[config.mk]
export PLATFORM = sky130hd
export DESIGN_NAME = timer_chan_ctrl
export DESIGN_NICKNAME = d
export VERILOG_FILES = /design/src/rtl/tchan_pkg.sv /design/src/rtl/tchan_edge.sv /design/src/rtl/tchan_match.sv /design/src/rtl/tchan_flag.sv /design/src/rtl/timer_chan_ctrl.sv
export SDC_FILE = /design/constraint.sdc
export NUM_CORES = 1
export LEC_CHECK = 0
export ABC_CLOCK_PERIOD_IN_PS = 3000
export BUFFER_PORTS_ARGS = -buffer_cell sky130_fd_sc_hd__clkbuf_2
export CORE_MARGIN = 8
export CORE_UTILIZATION = 25
export DETAILED_ROUTE_END_ITERATION = 7
export SYNTH_ARGS = -nofsm -noshare
export SYNTH_HDL_FRONTEND = slang
export SYNTH_SLANG_ARGS = --single-unit
[constraint.sdc]
create_clock -name clk -period 3 [get_ports clk]
set_input_delay 0.15 -clock clk [delete_from_list [all_inputs] [get_ports clk]]
set_output_delay 0.15 -clock clk [all_outputs]
set_load 0.03 [all_outputs]
[src/rtl/tchan_pkg.sv]
package tchan_pkg;
    localparam int REG_W    = 8;
    localparam int FLAG_BIT = 7;

    typedef struct packed {
        logic       ie;
        logic       ms_b;
        logic       ms_a;
        logic [1:0] els;
        logic       tov;
        logic       maxd;
    } tchan_ctrl_t;
endpackage

[src/rtl/tchan_edge.sv]
module tchan_edge #(
    parameter int SYNC_STAGES = 2
) (
    input  logic       clk,
    input  logic       rst_n,
    input  logic       pin_i,
    input  logic [1:0] edge_sel_i,
    output logic       hit_o
);
    localparam int TOP = SYNC_STAGES - 1;

    typedef struct packed {
        logic [SYNC_STAGES-1:0] sync;
        logic                   last;
    } edge_st_t;

    edge_st_t st_d, st_q;
    logic     rise, fall;

    always_comb begin
        st_d      = st_q;
        st_d.sync = {st_q.sync[TOP-1:0], pin_i};
        st_d.last = st_q.sync[TOP];
        rise      = st_q.sync[TOP] & ~st_q.last;
        fall      = ~st_q.sync[TOP] & st_q.last;
        hit_o     = (edge_sel_i[0] & rise) | (edge_sel_i[1] & fall);
    end

    always_ff @(posedge clk or negedge rst_n) begin
        if (!rst_n) st_q <= '0;
        else        st_q <= st_d;
    end
endmodule

[src/rtl/tchan_match.sv]
module tchan_match #(
    parameter int CNT_W = 16
) (
    input  logic             clk,
    input  logic             rst_n,
    input  logic [CNT_W-1:0] cnt_i,
    input  logic [CNT_W-1:0] cmp_i,
    output logic             hit_o
);
    logic eq_d, eq_q;

    always_comb begin
        eq_d  = (cnt_i == cmp_i);
        hit_o = eq_d & ~eq_q;
    end

    always_ff @(posedge clk or negedge rst_n) begin
        if (!rst_n) eq_q <= 1'b0;
        else        eq_q <= eq_d;
    end
endmodule

[src/rtl/tchan_flag.sv]
module tchan_flag (
    input  logic clk,
    input  logic rst_n,
    input  logic evt_i,
    input  logic rd_i,
    input  logic wr_i,
    input  logic wbit_i,
    output logic flag_o,
    output logic arm_o
);
    typedef struct packed {
        logic flag;
        logic arm;
    } flag_st_t;

    flag_st_t st_d, st_q;

    always_comb begin
        st_d = st_q;
        // a new event always wins over a clear in the same cycle
        if (evt_i)
            st_d.flag = 1'b1;
        else if (wr_i && !wbit_i && st_q.arm)
            st_d.flag = 1'b0;
        // arming: every write consumes it, an event cancels it,
        // a read arms only if it saw the flag set
        if (wr_i)
            st_d.arm = 1'b0;
        else if (evt_i)
            st_d.arm = 1'b0;
        else if (rd_i)
            st_d.arm = st_q.flag;
    end

    always_ff @(posedge clk or negedge rst_n) begin
        if (!rst_n) st_q <= '0;
        else        st_q <= st_d;
    end

    assign flag_o = st_q.flag;
    assign arm_o  = st_q.arm;
endmodule

[src/rtl/timer_chan_ctrl.sv]
module timer_chan_ctrl
    import tchan_pkg::*;
#(
    parameter int CNT_W       = 16,
    parameter bit ODD_CHAN    = 1'b0,
    parameter int SYNC_STAGES = 2
) (
    input  logic             clk,
    input  logic             rst_n,
    input  logic             sel_i,
    input  logic             rd_i,
    input  logic             wr_i,
    input  logic [REG_W-1:0] wdata_i,
    output logic [REG_W-1:0] rdata_o,
    input  logic [CNT_W-1:0] cnt_i,
    input  logic [CNT_W-1:0] cmp_i,
    input  logic             pin_i,
    output logic [CNT_W-1:0] cap_o,
    output logic             irq_o
);
    typedef struct packed {
        tchan_ctrl_t      ctrl;
        logic [CNT_W-1:0] cap;
    } top_st_t;

    top_st_t st_d, st_q;

    logic bus_wr, bus_rd;
    logic edge_hit, match_hit;
    logic cap_evt, cmp_evt, evt;
    logic flag, arm;
    logic ms_b_next;

    assign bus_wr = sel_i & wr_i;
    assign bus_rd = sel_i & rd_i & ~wr_i;

    tchan_edge #(.SYNC_STAGES(SYNC_STAGES)) u_edge (
        .clk        (clk),
        .rst_n      (rst_n),
        .pin_i      (pin_i),
        .edge_sel_i (st_q.ctrl.els),
        .hit_o      (edge_hit)
    );

    tchan_match #(.CNT_W(CNT_W)) u_match (
        .clk   (clk),
        .rst_n (rst_n),
        .cnt_i (cnt_i),
        .cmp_i (cmp_i),
        .hit_o (match_hit)
    );

    assign cap_evt = ~st_q.ctrl.ms_a & edge_hit;
    assign cmp_evt = st_q.ctrl.ms_a & match_hit;
    assign evt     = cap_evt | cmp_evt;

    tchan_flag u_flag (
        .clk    (clk),
        .rst_n  (rst_n),
        .evt_i  (evt),
        .rd_i   (bus_rd),
        .wr_i   (bus_wr),
        .wbit_i (wdata_i[FLAG_BIT]),
        .flag_o (flag),
        .arm_o  (arm)
    );

    generate
        if (ODD_CHAN) begin : g_msb_rsvd
            assign ms_b_next = 1'b0;
        end else begin : g_msb_rw
            assign ms_b_next = bus_wr ? wdata_i[5] : st_q.ctrl.ms_b;
        end
    endgenerate

    always_comb begin
        st_d           = st_q;
        st_d.ctrl.ms_b = ms_b_next;
        if (bus_wr) begin
            st_d.ctrl.ie   = wdata_i[6];
            st_d.ctrl.ms_a = wdata_i[4];
            st_d.ctrl.els  = wdata_i[3:2];
            st_d.ctrl.tov  = wdata_i[1];
            st_d.ctrl.maxd = wdata_i[0];
        end
        if (cap_evt)
            st_d.cap = cnt_i;
    end

    always_ff @(posedge clk or negedge rst_n) begin
        if (!rst_n) st_q <= '0;
        else        st_q <= st_d;
    end

    assign rdata_o = {flag, st_q.ctrl};
    assign cap_o   = st_q.cap;
    assign irq_o   = flag & st_q.ctrl.ie;
endmodule

==> results_dict.tcl <==
set metrics [dict create \
    slowest_stage "a21oi_4" \
    io_pins 71 \
    cp-end-kind "flip-flop" \
    wirelength_um 3300 \
    vias 959 \
    dp_hpwl_um 2670 \
    grt_max_degree 30 \
    setup_viol 0 \
    startpoint_type "flip-flop" \
    clock_latency_ns 0.27 \
    start_util_pct 26.1 \
    worstPathArrival_ns 1.85 \
    cts_hold_buf 2 \
    min_to "rdata_o[6]" \
    met2_length_um 1560 \
    finalCritPeriodShare_pct 56.6 \
    cts-root-buf "clkbuf_8" \
    rows 26 \
    htree_levels 2 \
    utilization_pct 36.1 \
    multi_input_area_um2 592 \
    ys_types 19 \
    skew_ns 0.00698 \
    nFillCells 522 \
    maxUsedRoutingLayer "met3" \
    synth-seq-cells 29 \
    drt_iter0_drc 14 \
    finalSetupTns_ns 0 \
    grt_usage_pct 8.77 \
    overflow 0 \
    synth_ff_type "dfrtp_1" \
    drc 0 \
    path_max_fanout 18 \
    total_power_mw 1.46 \
    fin_crit_ns 1.70 \
    yosysSeqAreaShare_pct 53.7 \
    cts_tree "built" \
    cts.sink_count 29 \
    wire_per_inst_um 14.1 \
    antenna_found_initial 0 \
    syn_area_per_cell_um2 15.4 \
    rr_startpoint "u_edge.st_d[0]" \
    status "finished clean" \
    antenna_left 0 \
    reg2reg_setup_slack_ns 1.30 \
    wl_met3_um 404 \
    post-cts-setup-buffer-count 0 \
    die_h_um 89.6 \
    cts_repair_resize_count 0 \
    powerDensity_nw_per_um2 778 \
    clock_tree.buffer_depth 2 \
    core_area_um2 5170 \
    mostFrequentLayoutCell "clkbuf_2" \
    syn_area_um2 1350 \
    slew_headroom_pct 52.5 \
    synth-edff-count 0 \
    seq_area_um2 726 \
    gp_congestion 0.707 \
    cts_buffers 5 \
    hp-class "primary input to flip-flop" \
    hold_path_depth 2 \
    grt_pass1_wl_um 5250 \
    synthToLayoutAreaGrowth_pct 38.2 \
    ir_drop_uv 199 \
    critPathRequiredTime_ns 3.15 \
    synth-async-reset-ratio_pct 100 \
    first_pass_iters 4 \
    hold_viol 0 \
    tightest_slew_ns 0.713 \
    worstHoldStart "wdata_i[6]" \
    crit_path_max_incr_delay_ns 0.58 \
    p_leak_nw 0.903 \
    syn_nets 134 \
    crit_type "flip-flop to flip-flop" \
    drive_above_1_share_pct 63.0 \
    vias_per_cell 4.08 \
    rsz0062_at_grt "false" \
    cap_violations 0 \
    grt_pass1_vias 1072 \
    wirelength_met1_um 1340 \
    max_freq_mhz 589 \
    nets 211 \
    yosysWarnings 0 \
    crit_chain "nand3b_4 -> a21oi_4 -> mux2_2" \
    dieArea_um2 8020 \
    timing.rr.end "cap_o[0]" \
    drv_slew 0 \
    synth_cells 88 \
    fp.dieW_um 89.6 \
    final_cell_mix "clkbuf_2 (70), dfrtp_1 (29), xnor2_1 (16)" \
    antennaDiodeCount 0 \
    cts.clk_slew.worst_paths_ns 0.06 \
    io_buffer_count 70 \
    reg2reg_depth 3 \
]
==> cell type report <==
cell class	count	area share, %
Multi-Input combinational cell	55	31.7
Clock buffer	7	4.62
Timing Repair Buffer	72	19.8
Inverter	2	0.402
Sequential cell	29	38.8
Tap cell	70	4.69
==> through the flow <==
| stage | instance area [µm²] | worst slack [ns] | std cells | hold WS (ns) |
|---|---|---|---|---|
| 4_1_cts | 1870 | 1.29 | 235 | 0.0943 |
| 3_3_place_gp | 1760 | 1.34 | 226 | 0.239 |
| 5_1_grt | 1870 | 1.20 | 235 | 0.0970 |
| 3_5_place_dp | 1760 | 1.29 | 226 | 0.245 |
| 6_report | 1870 | 1.30 | 235 | 0.108 |
| 2_1_floorplan | 1350 | 1.46 | 88 | -0.146 |
==> state kept, by name (all words and copies together), names as in the netlist <==
name,count
cap_o,16
rdata_o,7
u_edge.st_q,1
u_edge.st_d,2
u_flag.flag_o,1
u_match.eq_q,1
u_flag.arm_o,1
==> worst max-delay path, delay by kind of cell, from the launching register on <==
kind / cells / cell delay (ns)
muxes: 1 / 0.40
and+or+nand+nor: 1 / 0.18
DFF: 1 / 0.42
AOI/OAI and AO/OA: 1 / 0.58
==> metal layers <==
metal  global-route usage, %  vias up
li1                        -      468
met4                    2.27        0
met3                    3.95        0
met2                    14.5       46
met1                    9.98      445
met5                       0        -
==> kinds of logic (layout without fill, tap and decap cells) <==
logic type             Yosys count  after routing  share of synthesized area, %
flip-flops                      29             29                          53.7
multiplexers                    23             23                          21.4
XOR/XNOR                        16             16                          10.4
AND/OR/NAND/NOR                 10             10                          7.49
AO/OA/AOI/OAI                    6              6                          4.53
buffers and inverters            4             81                          2.59
==> cell usage after synthesis (2+ instances only) <==
cell | number | area share [%]
nand3b_4 | 2 | 3.0
inv_1 | 2 | 0.56
dfrtp_1 | 29 | 54
xnor2_1 | 16 | 10
mux2_4 | 8 | 8.9
mux2_2 | 15 | 12
nand4_1 | 4 | 1.8
==> how the worst max path moves through the flow <==
stage | slack [ns] | cells after the start | to | from
after floorplan | 1.46 | 4 | cap_o[15] | rdata_o[2]
after global placement | 1.34 | 3 | cap_o[1] | u_edge.st_d[0]
after detailed placement | 1.29 | 3 | cap_o[12] | u_edge.st_d[0]
after CTS | 1.29 | 3 | cap_o[14] | u_edge.st_d[0]
after global routing | 1.20 | 3 | cap_o[10] | u_edge.st_d[0]
final | 1.30 | 3 | cap_o[0] | u_edge.st_d[0]
==> where the power goes <==
group	internal [mW]	total, mW	switching (mW)
Clock	0.181	0.317	0.135
Sequential	0.500	0.568	0.0684
Combinational	0.226	0.570	0.344
Total	0.908	1.46	0.547
No activity file was read; power rests on OpenSTA's default activity.
